$ cat src/rtl/sdw_pkg.sv
package sdw_pkg;

  typedef struct packed {
    logic       start;
    logic [7:0] txByte;
  } shiftCmd_t;

  localparam logic [7:0] CMD_WRITE_ONE = 8'h58;
  localparam logic [7:0] CMD_CRC_DUMMY = 8'h01;
  localparam logic [7:0] TOKEN_START   = 8'hFE;
  localparam logic [7:0] IDLE_BYTE     = 8'hFF;
  localparam logic [4:0] DRESP_OK      = 5'b00101;

  localparam logic [7:0] ERR_NONE       = 8'h00;
  localparam logic [7:0] ERR_NO_R1      = 8'h80;
  localparam logic [7:0] ERR_DRESP_BASE = 8'hA0;
  localparam logic [7:0] ERR_TIMEOUT    = 8'hC0;

  typedef enum logic [3:0] {
    S_IDLE, S_POLL, S_CMD, S_R1, S_TOKEN, S_LOAD, S_LATCH,
    S_DATA, S_CRC, S_RESP, S_BUSYWAIT, S_TAIL, S_FINISH
  } wrState_t;

endpackage

$ cat src/rtl/sdw_timer.sv
module sdw_timer #(
  parameter int unsigned LIMIT = 200_000_000,
  localparam int W = $clog2(LIMIT + 1)
) (
  input  logic clk,
  input  logic rstN,
  input  logic arm,
  input  logic run,
  output logic expired
);

  logic [W-1:0] count;
  logic         expReg;

  always_ff @(posedge clk) begin
    if (!rstN) begin
      count  <= '0;
      expReg <= 1'b0;
    end else if (arm) begin
      count  <= '0;
      expReg <= 1'b0;
    end else if (run && !expReg) begin
      if (count == W'(LIMIT - 1)) expReg <= 1'b1;
      else                        count  <= count + 1'b1;
    end
  end

  assign expired = expReg;

  // once expired, the flag stays until the next operation is armed
  p_expiry_sticky_r10: assert property (@(posedge clk) disable iff (!rstN)
    expired && !arm |=> expired);

endmodule

$ cat src/rtl/sdw_shifter.sv
module sdw_shifter import sdw_pkg::*; #(
  parameter int CLK_DIV = 12,
  localparam int HALF  = CLK_DIV / 2,
  localparam int DIV_W = $clog2(HALF + 1)
) (
  input  logic       clk,
  input  logic       rstN,
  input  shiftCmd_t  cmd,
  input  logic       miso,
  output logic       sck,
  output logic       mosi,
  output logic       active,
  output logic       done,
  output logic [7:0] rxByte
);

  logic [DIV_W-1:0] divCnt;
  logic [2:0]       bitCnt;
  logic             phaseHigh;
  logic [7:0]       txSh;
  logic [7:0]       rxSh;
  logic             sckReg, mosiReg, activeReg, doneReg;

  always_ff @(posedge clk) begin
    if (!rstN) begin
      divCnt    <= '0;
      bitCnt    <= '0;
      phaseHigh <= 1'b0;
      txSh      <= '0;
      rxSh      <= '0;
      sckReg    <= 1'b1;
      mosiReg   <= 1'b1;
      activeReg <= 1'b0;
      doneReg   <= 1'b0;
    end else begin
      doneReg <= 1'b0;
      if (!activeReg) begin
        if (cmd.start) begin
          activeReg <= 1'b1;
          sckReg    <= 1'b0;
          mosiReg   <= cmd.txByte[7];
          txSh      <= {cmd.txByte[6:0], 1'b0};
          bitCnt    <= '0;
          phaseHigh <= 1'b0;
          divCnt    <= '0;
        end
      end else if (divCnt == DIV_W'(HALF - 1)) begin
        divCnt <= '0;
        if (!phaseHigh) begin
          sckReg    <= 1'b1;
          rxSh      <= {rxSh[6:0], miso};
          phaseHigh <= 1'b1;
        end else if (bitCnt == 3'd7) begin
          activeReg <= 1'b0;
          doneReg   <= 1'b1;
          mosiReg   <= 1'b1;
        end else begin
          bitCnt    <= bitCnt + 1'b1;
          sckReg    <= 1'b0;
          mosiReg   <= txSh[7];
          txSh      <= {txSh[6:0], 1'b0};
          phaseHigh <= 1'b0;
        end
      end else begin
        divCnt <= divCnt + 1'b1;
      end
    end
  end

  assign sck    = sckReg;
  assign mosi   = mosiReg;
  assign active = activeReg;
  assign done   = doneReg;
  assign rxByte = rxSh;

  p_idle_clock_high_r1: assert property (@(posedge clk) disable iff (!rstN)
    !active |-> sck && mosi);

  p_mosi_holds_on_rise_r2: assert property (@(posedge clk) disable iff (!rstN)
    $rose(sck) |-> $stable(mosi));

  p_start_only_idle_r2: assert property (@(posedge clk) disable iff (!rstN)
    cmd.start |-> !active);

  p_done_ends_high_r2: assert property (@(posedge clk) disable iff (!rstN)
    done |-> sck && !active);

endmodule

$ cat src/rtl/sdw_ctrl.sv
module sdw_ctrl import sdw_pkg::*; #(
  parameter int BLOCK_BYTES = 512,
  parameter int R1_TRIES    = 8,
  localparam int WORDS  = BLOCK_BYTES / 4,
  localparam int ADDR_W = $clog2(WORDS),
  localparam int CNT_W  = (R1_TRIES > 6) ? $clog2(R1_TRIES) : 3
) (
  input  logic              clk,
  input  logic              rstN,
  input  logic              start,
  input  logic [31:0]       sector,
  output logic              busy,
  output logic              done,
  output logic              error,
  output logic [7:0]        errCode,
  output logic              bufRdEn,
  output logic [ADDR_W-1:0] bufAddr,
  input  logic [31:0]       bufRdData,
  output logic              csN,
  output shiftCmd_t         shCmd,
  input  logic              shDone,
  input  logic [7:0]        shRx,
  input  logic              expired,
  output logic              timerArm
);

  wrState_t          state;
  logic              pending;
  logic [CNT_W-1:0]  cnt;
  logic [ADDR_W-1:0] wordIdx;
  logic [31:0]       wordReg;
  logic [31:0]       sectorReg;
  logic [7:0]        errReg;
  logic              busyReg, csReg, doneReg, errorReg, failed;
  logic [7:0]        txByte;
  logic              byteState;

  always_comb begin
    unique case (state)
      S_CMD: begin
        unique case (cnt)
          CNT_W'(0): txByte = CMD_WRITE_ONE;
          CNT_W'(1): txByte = sectorReg[31:24];
          CNT_W'(2): txByte = sectorReg[23:16];
          CNT_W'(3): txByte = sectorReg[15:8];
          CNT_W'(4): txByte = sectorReg[7:0];
          default:   txByte = CMD_CRC_DUMMY;
        endcase
      end
      S_TOKEN: txByte = TOKEN_START;
      S_DATA: begin
        unique case (cnt[1:0])
          2'd0:    txByte = wordReg[7:0];
          2'd1:    txByte = wordReg[15:8];
          2'd2:    txByte = wordReg[23:16];
          default: txByte = wordReg[31:24];
        endcase
      end
      default: txByte = IDLE_BYTE;
    endcase
  end

  assign byteState = state inside {S_POLL, S_CMD, S_R1, S_TOKEN, S_DATA,
                                   S_CRC, S_RESP, S_BUSYWAIT, S_TAIL};
  assign shCmd    = '{start: byteState && !pending, txByte: txByte};
  assign bufRdEn  = (state == S_LOAD);
  assign bufAddr  = wordIdx;
  assign timerArm = (state == S_IDLE) && start;

  always_ff @(posedge clk) begin
    if (!rstN) begin
      state     <= S_IDLE;
      pending   <= 1'b0;
      cnt       <= '0;
      wordIdx   <= '0;
      wordReg   <= '0;
      sectorReg <= '0;
      errReg    <= ERR_NONE;
      busyReg   <= 1'b0;
      csReg     <= 1'b1;
      doneReg   <= 1'b0;
      errorReg  <= 1'b0;
      failed    <= 1'b0;
    end else begin
      doneReg  <= 1'b0;
      errorReg <= 1'b0;
      if (shCmd.start)  pending <= 1'b1;
      else if (shDone)  pending <= 1'b0;

      unique case (state)
        S_IDLE: if (start) begin
          sectorReg <= sector;
          busyReg   <= 1'b1;
          csReg     <= 1'b0;
          failed    <= 1'b0;
          errReg    <= ERR_NONE;
          cnt       <= '0;
          state     <= S_POLL;
        end
        S_POLL: if (shDone) begin
          if (shRx == IDLE_BYTE) begin
            cnt   <= '0;
            state <= S_CMD;
          end else if (expired) begin
            errReg <= ERR_TIMEOUT; failed <= 1'b1; csReg <= 1'b1; state <= S_TAIL;
          end
        end
        S_CMD: if (shDone) begin
          if (cnt == CNT_W'(5)) begin
            cnt   <= '0;
            state <= S_R1;
          end else begin
            cnt <= cnt + 1'b1;
          end
        end
        S_R1: if (shDone) begin
          if (!shRx[7]) begin
            if (shRx == 8'h00) state <= S_TOKEN;
            else begin
              errReg <= shRx; failed <= 1'b1; csReg <= 1'b1; state <= S_TAIL;
            end
          end else if (cnt == CNT_W'(R1_TRIES - 1)) begin
            errReg <= ERR_NO_R1; failed <= 1'b1; csReg <= 1'b1; state <= S_TAIL;
          end else begin
            cnt <= cnt + 1'b1;
          end
        end
        S_TOKEN: if (shDone) begin
          wordIdx <= '0;
          state   <= S_LOAD;
        end
        S_LOAD: state <= S_LATCH;
        S_LATCH: begin
          wordReg <= bufRdData;
          cnt     <= '0;
          state   <= S_DATA;
        end
        S_DATA: if (shDone) begin
          if (cnt == CNT_W'(3)) begin
            cnt <= '0;
            if (wordIdx == ADDR_W'(WORDS - 1)) state <= S_CRC;
            else begin
              wordIdx <= wordIdx + 1'b1;
              state   <= S_LOAD;
            end
          end else begin
            cnt <= cnt + 1'b1;
          end
        end
        S_CRC: if (shDone) begin
          if (cnt == CNT_W'(1)) state <= S_RESP;
          else                  cnt   <= cnt + 1'b1;
        end
        S_RESP: if (shDone) begin
          if (shRx[4:0] == DRESP_OK) state <= S_BUSYWAIT;
          else begin
            errReg <= ERR_DRESP_BASE | {3'b000, shRx[4:0]};
            failed <= 1'b1; csReg <= 1'b1; state <= S_TAIL;
          end
        end
        S_BUSYWAIT: if (shDone) begin
          if (shRx == IDLE_BYTE) begin
            csReg <= 1'b1;
            state <= S_TAIL;
          end else if (expired) begin
            errReg <= ERR_TIMEOUT; failed <= 1'b1; csReg <= 1'b1; state <= S_TAIL;
          end
        end
        S_TAIL: if (shDone) state <= S_FINISH;
        S_FINISH: begin
          doneReg  <= 1'b1;
          errorReg <= failed;
          busyReg  <= 1'b0;
          state    <= S_IDLE;
        end
        default: state <= S_IDLE;
      endcase
    end
  end

  assign busy    = busyReg;
  assign done    = doneReg;
  assign error   = errorReg;
  assign errCode = errReg;
  assign csN     = csReg;

  p_cs_high_when_free_r1: assert property (@(posedge clk) disable iff (!rstN)
    !busy |-> csN);

  p_busy_falls_with_done_r9: assert property (@(posedge clk) disable iff (!rstN)
    $fell(busy) |-> done);

  p_done_drops_busy_r9: assert property (@(posedge clk) disable iff (!rstN)
    done |-> !busy);

  p_error_only_with_done_r9: assert property (@(posedge clk) disable iff (!rstN)
    error |-> done);

  p_sector_held_r11: assert property (@(posedge clk) disable iff (!rstN)
    busy && start |=> $stable(sectorReg));

  p_timeout_needs_expiry_r10: assert property (@(posedge clk) disable iff (!rstN)
    done && error && (errCode == ERR_TIMEOUT) |-> expired);

  p_read_outside_cs_r6: assert property (@(posedge clk) disable iff (!rstN)
    bufRdEn |-> !csN);

endmodule

$ cat src/rtl/sd_block_writer.sv
module sd_block_writer import sdw_pkg::*; #(
  parameter int          CLK_DIV        = 12,
  parameter int unsigned TIMEOUT_CYCLES = 200_000_000,
  parameter int          BLOCK_BYTES    = 512,
  parameter int          R1_TRIES       = 8
) (
  input  logic                               clk,
  input  logic                               rstN,
  input  logic                               start,
  input  logic [31:0]                        sector,
  output logic                               busy,
  output logic                               done,
  output logic                               error,
  output logic [7:0]                         errCode,
  output logic                               bufRdEn,
  output logic [$clog2(BLOCK_BYTES/4)-1:0]   bufAddr,
  input  logic [31:0]                        bufRdData,
  output logic                               sck,
  output logic                               mosi,
  input  logic                               miso,
  output logic                               csN
);

  shiftCmd_t  shCmd;
  logic       shActive, shDone;
  logic [7:0] shRx;
  logic       expired, timerArm;

  sdw_ctrl #(
    .BLOCK_BYTES (BLOCK_BYTES),
    .R1_TRIES    (R1_TRIES)
  ) i_ctrl (
    .clk       (clk),
    .rstN      (rstN),
    .start     (start),
    .sector    (sector),
    .busy      (busy),
    .done      (done),
    .error     (error),
    .errCode   (errCode),
    .bufRdEn   (bufRdEn),
    .bufAddr   (bufAddr),
    .bufRdData (bufRdData),
    .csN       (csN),
    .shCmd     (shCmd),
    .shDone    (shDone),
    .shRx      (shRx),
    .expired   (expired),
    .timerArm  (timerArm)
  );

  sdw_shifter #(.CLK_DIV(CLK_DIV)) i_shifter (
    .clk    (clk),
    .rstN   (rstN),
    .cmd    (shCmd),
    .miso   (miso),
    .sck    (sck),
    .mosi   (mosi),
    .active (shActive),
    .done   (shDone),
    .rxByte (shRx)
  );

  sdw_timer #(.LIMIT(TIMEOUT_CYCLES)) i_timer (
    .clk     (clk),
    .rstN    (rstN),
    .arm     (timerArm),
    .run     (busy),
    .expired (expired)
  );

  p_no_clock_when_deselected_idle_r9: assert property (@(posedge clk) disable iff (!rstN)
    !busy |-> !shActive);

endmodule

$ cat config.mk
export PLATFORM = sky130hd
export DESIGN_NAME = sd_block_writer
export DESIGN_NICKNAME = d
export VERILOG_FILES = /design/src/rtl/sdw_pkg.sv /design/src/rtl/sdw_timer.sv /design/src/rtl/sdw_shifter.sv /design/src/rtl/sdw_ctrl.sv /design/src/rtl/sd_block_writer.sv
export SDC_FILE = /design/constraint.sdc
export NUM_CORES = 1
export LEC_CHECK = 0
export ABC_CLOCK_PERIOD_IN_PS = 3800
export BUFFER_PORTS_ARGS = -buffer_cell sky130_fd_sc_hd__buf_2
export CORE_MARGIN = 2
export CORE_UTILIZATION = 40
export DETAILED_ROUTE_END_ITERATION = 12
export GPL_TIMING_DRIVEN = 0
export HOLD_SLACK_MARGIN = 0.06
export SYNTH_ARGS = -nofsm -noshare
export SYNTH_HDL_FRONTEND = slang
export SYNTH_HIERARCHICAL = 1
export SYNTH_SLANG_ARGS = --single-unit
$ cat constraint.sdc
create_clock -name clk -period 3.8 [get_ports clk]
set_input_delay 0.76 -clock clk [delete_from_list [all_inputs] [get_ports clk]]
set_output_delay 0.76 -clock clk [all_outputs]
set_load 0.1 [all_outputs]
After elaboration in Yosys (flattened, before gate mapping) --
Index checks and enable logic that the tools add are counted.
Storage, ports and cells: flip-flop bits (word level) 148, logic and storage cells 228, output and inout bits 22
Cells by class: eq/ne operators 55, mux-type cells 107, add/sub/neg operators 5, bitwise gates (word level) 3, reduce and logical (&&, ||, !) cells 35
Operators with widths (count):
- 2-to-1 mux 8 bit | 15
- 2-to-1 mux 4 bit | 20
- 2-to-1 mux 3 bit | 19
- one-hot mux 4 bit (12 select lines) | 1
- one-hot mux 8 bit (3 select lines) | 2
- one-hot mux 8 bit (5 select lines) | 1
- 2-to-1 mux 1 bit | 39
- one-hot mux 8 bit (4 select lines) | 1
- adder 28 x 1 -> 28 bit (second input constant) | 1
- == test 28 bit (second input constant) | 1
- 2-to-1 mux 7 bit | 4
- inequality test 2 x 1 -> 1 bit (second input constant) | 13
- inequality test 2 bit (second input constant) | 13
- one-hot mux 3 bit (7 select lines) | 1
- == test 4 bit (second input constant) | 5
- AND reduction 10 bit | 2
- == test 4 x 3 -> 1 bit (second input constant) | 4
- == test 3 bit (second input constant) | 5
- one-hot mux 7 bit (2 select lines) | 1
- AND reduction 14 bit | 1
- AND reduction 2 bit | 6
- AND reduction 11 bit | 1
- adder 3 x 1 -> 3 bit (second input constant) | 3
- AND reduction 3 bit | 3
- 30 further kinds | 43

Logic depth before layout (Yosys ltp) --
Gate-level depths: netlist of run 1.
depth in word-level cells 5, depth in mapped cells 12, gate-level depth less buffers 9

Hierarchy --
The synthesis of run 1 kept the hierarchy.
By module, submodules not included:
- sdw_ctrl | sequential area each 1841.8 um^2, cells each 620, instances 1, area an instance 4863.4 um^2
- sdw_timer | sequential area each 580.6 um^2, cells each 175, instances 1, area an instance 1457.6 um^2
- sdw_shifter | sequential area each 520.5 um^2, cells each 126, instances 1, area an instance 1193.6 um^2

Least setup slack after synthesis of run 1 --
No wires, ideal clock.
path kind flip-flop to output port, start register i_ctrl.state[3], end output bufRdEn, path buffers 2, setup slack 0.996 ns, arrival 2.044 ns, data required time 3.040 ns, cell stages (with the launch flop) 5, cell sequence dfxtp_1 buf_2 buf_6 nand2b_1 nor2_1
On the way: longest elaborated chain between the ends 1
Ends and longest elaborated chain:
- start: declaration | line sdw_ctrl.sv:27 | wrState_t state;
- start signal: assignment | line sdw_ctrl.sv:72 | state <= S_IDLE;
- start signal: assignment | line sdw_ctrl.sv:98 | state <= S_POLL;
- start signal: assignment | line sdw_ctrl.sv:103 | state <= S_CMD;
- == test 4 x 3 -> 1 bit | line sdw_ctrl.sv:66 | assign bufRdEn = (state == S_LOAD);
- end: declaration | line sd_block_writer.sv:15 | output logic bufRdEn,
Every way passes these cells.

==> results of run 1 <==
[flip-flops by register name, summed over array words and instances, names as in the netlist, 3 cells and up]
signal	count
i_ctrl/errCode	8
i_shifter/rxByte	8
i_shifter/divCnt	3
i_shifter/bitCnt	3
i_ctrl/state	4
i_ctrl/wordReg	32
i_ctrl/cnt	3
i_shifter/txSh	7
i_ctrl/sectorReg	32
i_ctrl/bufAddr	7
i_timer/count	28
[cell families after synthesis]
| logic type | count (synthesis) |
|---|---|
| multiplexers | 20 |
| XOR/XNOR | 12 |
| AO/OA/AOI/OAI | 264 |
| AND/OR/NAND/NOR | 386 |
| flip-flops | 147 |
| adder cells (fa/ha/maj) | 13 |
| buffers and inverters | 79 |
[layout make-up]
type	instances	area, µm²
clock inverters	12	148
inverters	18	67.6
well taps	234	293
clock buffers	19	453
repair buffers	89	445
plain buffers	61	404
multi-input cells	695	4100
fillers	1807	9730
flip-flops and latches	147	2940
[worst max path at each step]
stage | endpoint | slack, ps | depth (start not counted)
after floorplan | bufRdEn | 1000 | 4
after global placement | i_shifter/sck | 910 | 11
after detailed placement | i_shifter/sck | 930 | 11
after CTS | i_timer/count[19] | 910 | 11
after global routing | i_shifter/sck | 550 | 11
final | i_shifter/mosi | 920 | 8
[Yosys cell counts, drive strengths merged, types with 5 or more instances]
cell and number:
a211oi 17, a21oi 120, a221o 5, a222oi 11, buf 33, clkbuf 28
dfxtp 147, ha 13, inv 17, mux2i 19, nand2 189, nand2b 14
nand3 34, nand4 15, nor2 48, nor2b 8, nor3 15, nor4 7
o211ai 8, o21ai 51, or2 6, or3 20, xnor2 5, xor2 7
[worst reg2reg max path, cell delays in order, from the launching register on]
cell and delay (ps):
dfxtp_1 370, buf_2 220, clkbuf_1 370, inv_1 120, ha_1 260, o311ai_0 790
o221ai_1 280, o22ai_1 240, o211ai_1 100
[power by group through the flow]
stage | Combinational (mW) | Sequential (mW) | Clock [mW]
floorplan | 1.27 | 1.97 | 0
global placement | 1.82 | 1.87 | 0
detailed placement | 1.83 | 1.87 | 0
CTS | 1.84 | 1.83 | 1.74
global route | 2.04 | 1.86 | 1.80
finish | 1.85 | 1.83 | 1.70
[metal layers]
layer  global-route usage (%)  vias up  part of all wire, %
met2                     33.1      213                   45
met4                     8.58        0                  1.9
met1                     28.9     3242                   48
met5                        0        -                    0
met3                     4.08       31                  4.9
li1                         -     3545                    -
[through the flow]
step / utilization, % / cells / hold slack [ps]
6_report: 47.6 / 1275 / 454
5_1_grt: 47.6 / 1275 / 467
4_1_cts: 47.6 / 1275 / 457
3_5_place_dp: 44.4 / 1244 / 448
3_3_place_gp: 44.4 / 1244 / 444
2_1_floorplan: - / 921 / 430
==> metrics.md, run 1 <==
| Metric | Value |
|---|---|
| Relative slew margins | between 30% and 40% |
| CP Buf/Inv Count | 3 |
| Startpoint kind of the worst setup timing path | flop |
| Power, Total | about 5.4 mW |
| Worst voltage drop across the vdd grid | 0.329 mV |
| Largest net degree at the start of global routing | 17 |
| Mux cell area share after synthesis | 2.68% |
| Growth of design area from synthesis to finish | 17.8% |
| Reg2reg setup slack | 920 ps |
| Post-synthesis net count | between 1,000 and 1,500 |
| Leakage | ~3.2 nW |
| Setup repair after global routing missed its margin | no |
| Die width | 141 µm |
| Start point of the worst min-delay path | i_ctrl/failed |
| Post-Place Cell Area | about 8300 µm² |
| Number of enable flip-flop cells after synthesis | 0 |
| Slew @ Worst Pin | about 890 ps |
| CTS clock-pin slew for the worst setup and hold paths | around 70 ps |
| Simple logic cell fraction of the synthesized area | 25.4% |
| Root buffer cell | clkbuf_16 |
| GR Util All Layers | a little over a fifth |
| Die extent in y | roughly 140 µm |
| Power Internal | 3.39 mW |
| Period Utilization, post-route | 75.7% |
| Initial core utilization | 40.4% |
| Launch instance of the worst register-to-register path | i_ctrl/cnt[2] |
| Total number of nets in the final design | around 1,100 |
| Total standard cell area after synthesis | about 7500 µm² |
| Standard-cell row count | 50 |
| Count of clock tree sinks | about 150 |
| Class of the worst hold path | reg -> reg |
| Commonest register cell after synthesis | dfxtp_1 |
| IO buf count | slightly below 90 |
| CTS-repair resized insts | 0 |
| Clock H-tree levels | 4 |
| Reg-to-reg endpoint | i_shifter/mosi |
| Count of buffers added by post-CTS timing repair for setup | 0 |
| Max Clk Rate | approximately 0.35 GHz |
| GR Overflow Total | 0 |
| Clock group share of total power | 31.6% |
| Sw frac | a little under two fifths |
| Maximum clock path buffer count | 2 |
| Sum of negative setup slack | 0 ps |
| Syn. warnings | 6 |
| Post-synthesis async set-or-reset flop share | 0% |
| Most common library cell in the layout ignoring fill and taps | nand2_1 |
| Post-route cell area | just under 9000 µm² |
| Worst-path fanout max | 10 |
| Residual DRC count | 0 |
| Kind of end point of the critical path | flop |
| Adder and majority cell fraction of the synthesized area | about 2.2% |
| # IOs | 90 |
| Via density per instance | ~5.5 |
| Master of the slowest instance on the critical path | o311ai_0 |
| CTS tree | built |
| Data arrival at the endpoint of the critical path | 3190 ps |
| Critical path type | reg -> reg |
| Critical path's top delay family | compound AO/OA/AOI/OAI gates |
| Hold path depth | 2 |
| PnR worst setup slack | between 900 and 1000 ps |
| Detailed placer's ending HPWL | ~15,000 µm |
| Number of global-route vias before repair | between 6,000 and 7,000 |
| Cell type with the largest total area after synthesis | dfxtp_1 |
| CP Data Required Time | 4110 ps |
| Count of endpoints failing hold in the final timing report | 0 |
| Max cap viols | 0 |
| Largest stage delay, worst path | a little under 800 ps |
| Run status | complete, no violations |
| NetSw | approximately 2 mW |
| Flops & latches, synth | ~150 |
| Cells after synthesis | between 900 and 1,000 |
| Register share of total power | 34.1% |
| Aggregate routed wire length | 20,600 µm |
| Comb pwr share | about a third |
| Top area cells in the synthesized netlist | dfxtp_1 39%, nand2_1 9.4%, a21oi_1 7.8% |
| Synthesized area per cell | ~8 µm² |
| Final period demand of the worst path | ~2900 ps |
| Max-slew violations | 0 |
| Final ANT Viol Nets | 0 |
| Diode insertion count for antenna repair | 0 |
| Setup violators final | 0 |
| CTS buffer count | 17 |
| Post-place setup slack | 934 ps |
| Routed vias | 7,031 |
| Detailed-route wire length per cell | approximately 16 µm |
| Final Wtd Congestion | 0.961 |
| Antenna violations before repair | 0 |
| Full die area | between 15,000 and 20,000 µm² |
| Post-cts hold buffer count | 0 |
| PD cells | 608 nW/µm² |
| Most used cells in the layout excluding fill and tap cells | 188 x nand2_1, 147 x dfxtp_1, 117 x a21oi_1, 105 x buf_2, 47 x nor2_1 |
| Logic depth of the worst register-to-register path | 8 |
| Clock latency on the worst-skew pair | ~430 ps |
| Detailed router's first-iteration violation count | between 400 and 500 |
| Synth unique cells | a little under 90 |
| Combinational family with the most area after synthesis | simple AND/OR/NAND/NOR gates |
| Post-Route Skew | 9.45 ps |
| Core area | 18,600 µm² |
| Area share of the largest cell type after synthesis | between 30% and 40% |
| Wire length of the first global-routing pass | between 30,000 and 40,000 µm |
| Post-synthesis sequential area ratio | 39.2% |
| Worst Hold Endpoint | i_ctrl/failed |
| Synth Area in XOR/XNOR | 1.40% |
| TritonRoute pass-1 iters | 6 |
| Synth Area in Compound Gates | a little under a quarter |
| Ratio of cells with drive above 1 in the final layout | between 10% and 20% |
| List of cells traversed by the critical path | buf_2, clkbuf_1, inv_1, ha_1, o311ai_0, o221ai_1, o22ai_1, o211ai_1 |
| Startpoint of the most critical setup path | i_ctrl/cnt[2] |
Power figures use the tool's default switching activity.
==> inputs of run 2 (changes only) <==
--- a/config.mk
+++ b/config.mk
@@ -5,7 +5,8 @@
 export SDC_FILE = /design/constraint.sdc
 export NUM_CORES = 1
 export LEC_CHECK = 0
-export ABC_CLOCK_PERIOD_IN_PS = 3800
+export ABC_AREA = 1
+export ABC_CLOCK_PERIOD_IN_PS = 2600
 export BUFFER_PORTS_ARGS = -buffer_cell sky130_fd_sc_hd__buf_2
 export CORE_MARGIN = 2
 export CORE_UTILIZATION = 40
==> constraint.sdc (replaced) <==
create_clock -name clk -period 2.6 [get_ports clk]
set_input_delay 0.52 -clock clk [delete_from_list [all_inputs] [get_ports clk]]
set_output_delay 0.52 -clock clk [all_outputs]
set_load 0.1 [all_outputs]
==> run 2 against run 1 <==
- worst setup slack got worse by 700 ps
- critical path type unchanged
- combinational power decreased by 48%
- critical path depth increased by 2
- sequential power is 33% higher
- sequential cell count did not move
- cell count rose by 24%
- fmax is 21% higher
- die area increased by 5.0%
- via count rose by 12%
- largest power group is now registers
- critical endpoint is now i_shifter/txSh[6]
- clock power is 39% higher
- synthesized cell count is 30% higher
==> metrics.md, run 2 <==
| Metric | Value |
|---|---|
| Count of fill cells added during filler insertion | 2,062 (+14%) |
| Ratio of cells with drive above 1 in the final layout | 14.1% (-4.3 points) |
| Worst-path fanout max | 8 (-2) |
| Die width | 145 µm (+2.5%) |
| Launch instance of the worst register-to-register path | i_ctrl/cnt[2] |
| Core area | 19,400 µm² (+4.4%) |
| Flops & latches, synth | 147 (unchanged) |
| Largest registers ranked by flip-flop count | i_ctrl/sectorReg x32, i_ctrl/wordReg x32, i_timer/count x28 |
| Post-synthesis async set-or-reset flop share | 0% (unchanged) |
| Kind of end point of the critical path | flop |
| Top area cells in the synthesized netlist | dfxtp_1 37%, nand2_1 13%, nor2_1 10% |
| Leakage | 3.95 nW (+25%) |
| Final design utilization | 47.7% (about the same) |
| CTS buffer count | 17 (unchanged) |
| Via density per instance | 4.94 (-10%) |
| Number of enable flip-flop cells after synthesis | 0 (unchanged) |
| CP Data Required Time | 2920 ps (-1190 ps) |
| Final Wtd Congestion | 0.924 (-3.9%) |
| Post-place setup slack | 212 ps (-722 ps) |
| Synth unique cells | 39 (-56%) |
| Count of endpoints failing hold in the final timing report | 0 (unchanged) |
| Start point of the worst min-delay path | bufRdData[5] |
| Cell type with the largest total area after synthesis | dfxtp_1 |
| Initial core utilization | 40.7% (+0.29 points) |
| Final period demand of the worst path | 2380 ps (-498 ps) |
| Period Utilization, post-route | 91.4% (+16 points) |
| Detailed router's first-iteration violation count | 576 (+19%) |
| Setup violators final | 0 (unchanged) |
| PnR worst setup slack | 223 ps (-702 ps) |
| Max cap viols | 0 (unchanged) |
| Max Clk Rate | 0.421 GHz (+21%) |
| Post-synthesis sequential area ratio | 37.2% (-1.9 points) |
| Slew @ Worst Pin | 687 ps (-202 ps) |
| Run status | complete, no violations |
| GR Overflow Total | 0 (unchanged) |
| Most common library cells after synthesis | 270 x nand2_1, 210 x nor2_1, 147 x dfxtp_1 |
| Root buffer cell | clkbuf_16 |
| Most common cell in the netlist | nand2_1 |
| Die extent in y | 145 µm (+2.5%) |
| Wire length of the first global-routing pass | 36,300 µm (+7.1%) |
| Area share of the largest cell type after synthesis | 37.2% (-1.9 points) |
| CTS tree | built |
| Post-cts hold buffer count | 0 (unchanged) |
| GR Util All Layers | 22.0% (+0.80 points) |
| Total standard cell area after synthesis | 7900 µm² (+5.1%) |
| Critical path's top delay family | compound AO/OA/AOI/OAI gates |
| Growth of design area from synthesis to finish | 17.0% |
| Full die area | 20,900 µm² (+5.0%) |
| Syn. warnings | 6 (unchanged) |
| Critical path type | reg -> reg |
| Detailed placer's ending HPWL | 16,500 µm (+7.9%) |
| Detailed-route wire length per cell | 14.0 µm (-14%) |
| Largest stage delay, worst path | 470 ps (-320 ps) |
| Largest net degree at the start of global routing | 17 (unchanged) |
| Maximum clock path buffer count | 2 (unchanged) |
| Post-Route Skew | 10.8 ps (+1.34 ps) |
| Count of clock tree sinks | 147 (unchanged) |
| Class of the worst hold path | in -> reg |
| Relative slew margins | 54.1% (+14 points) |
| Antenna violations before repair | 0 (unchanged) |
| # IOs | 90 (unchanged) |
| CP Buf/Inv Count | 2 (-1) |
| IO buf count | 89 (unchanged) |
| Smallest hold slack | 306 ps (-148 ps) |
| Clock latency on the worst-skew pair | 430 ps (about the same) |
| Final ANT Viol Nets | 0 (unchanged) |
| Power, Total | 5.78 mW (+7.4%) |
| List of cells traversed by the critical path | inv_1, ha_1, inv_1, o22ai_1, o21ai_0, nand3_1, a21oi_1, nand3_2, nand2_1, nor2_1 |
| Aggregate routed wire length | 22,200 µm (+7.4%) |
| Routed vias | 7,843 (+12%) |
| Post-synthesis net count | 1,282 (+28%) |
| Number of global-route vias before repair | 7,316 (+9.8%) |
| Synthesized area per cell | 6.58 µm² (-19%) |
| CTS clock-pin slew for the worst setup and hold paths | 70 ps (about the same) |
| Max-slew violations | 0 (unchanged) |
| Startpoint of the most critical setup path | i_ctrl/cnt[2] |
| Clock H-tree levels | 4 (unchanged) |
| PD cells | 625 nW/µm² (+2.8%) |
| CTS-repair resized insts | 0 (unchanged) |
| Setup repair after global routing missed its margin | no |
| Count of buffers added by post-CTS timing repair for setup | 0 (unchanged) |
| Cells after synthesis | 1,201 (+30%) |
| Critical path's most frequent cell | inv_1 |
| Sum of negative setup slack | 0 ps (unchanged) |
| Diode insertion count for antenna repair | 0 (unchanged) |
| Data arrival at the endpoint of the critical path | 2700 ps (-490 ps) |
| Worst voltage drop across the vdd grid | 0.384 mV (+17%) |
| Master of the slowest instance on the critical path | dfxtp_1 |
| Standard-cell row count | 51 (+2.0%) |
| Residual DRC count | 0 (unchanged) |
| Startpoint kind of the worst setup timing path | flop |
| Most used cells in the layout excluding fill and tap cells | 270 x nand2_1, 210 x nor2_1, 147 x dfxtp_1, 111 x inv_1, 102 x a21oi_1 |
| TritonRoute pass-1 iters | 5 (-1) |
| Commonest register cell after synthesis | dfxtp_1 |
| Total number of nets in the final design | 1,390 (+25%) |
| Most common library cell in the layout ignoring fill and taps | nand2_1 |
[run 2: cell count changes in the layout (fill, tap and decap cells not counted), moves of 14 or more]
cell,delta
a211oi_1,-16
a21oi_1,-15
inv_1,+96
mux2i_1,-19
nand2_1,+82
nand2b_1,-14
nand3_1,+41
nor2_1,+163
o21ai_0,+63
or3_1,-17
[run 2: metal layers]
metal | GRT usage, % | part of all wire (%) | vias up
met5 | 0 | 0 | -
met4 | 7.36 | 2.2 | 0
li1 | - | - | 4111
met2 | 35.0 | 44 | 191
met1 | 30.0 | 48 | 3508
met3 | 4.27 | 5.2 | 33
[run 2: final timing paths]
| path | to | slack [ps] | cells past startpoint |
|---|---|---|---|
| max | i_shifter/txSh[6] | 220 | 10 |
| min | i_ctrl/wordReg[5] | 310 | 3 |
| min reg2reg | i_shifter/mosi | 460 | 2 |
| max reg2reg | i_shifter/txSh[6] | 220 | 10 |
[run 2: cell type report]
cell class / instances / area [µm²] / area share [%]
clock inverters: 15 / 143 / 1.54
well taps: 265 / 332 / 3.59
repair buffers: 89 / 445 / 4.82
multi-input cells: 886 / 4240 / 45.9
clock buffers: 17 / 425 / 4.60
flip-flops and latches: 147 / 2940 / 31.8
inverters: 123 / 463 / 5.01
plain buffers: 45 / 254 / 2.75
[run 2: stage by stage]
stage | instance area [µm²] | cells
after floorplan | 7900 | 1201
after global placement | 8680 | 1555
after detailed placement | 8680 | 1555
after CTS | 9250 | 1587
after global routing | 9250 | 1587
final | 9250 | 1587
[run 2: power breakdown]
| part | switching (mW) | internal [mW] |
|---|---|---|
| Clock | 1.10 | 1.27 |
| Combinational | 0.670 | 0.298 |
| Sequential | 0.0707 | 2.37 |
| Total | 1.84 | 3.94 |
[run 2: worst reg2reg max path, cell delays in order, from the launching register on]
cell and delay [ps]:
dfxtp_1 470, inv_1 170, ha_1 250, inv_1 240, o22ai_1 120, o21ai_0 440, nand3_1 170, a21oi_1 220
nand3_2 80, nand2_1 60, nor2_1 30
[run 2: cell families (layout without fill, tap and decap cells)]
| logic type | after synthesis | count (layout) | share of synthesized area, % |
|---|---|---|---|
| buf+inv | 168 | 289 | 9.07 |
| fa+ha+maj | 13 | 13 | 2.06 |
| flops | 147 | 147 | 37.2 |
| xor+xnor | 16 | 16 | 1.77 |
| simple gates | 624 | 624 | 34.2 |
| compound gates | 233 | 233 | 15.6 |
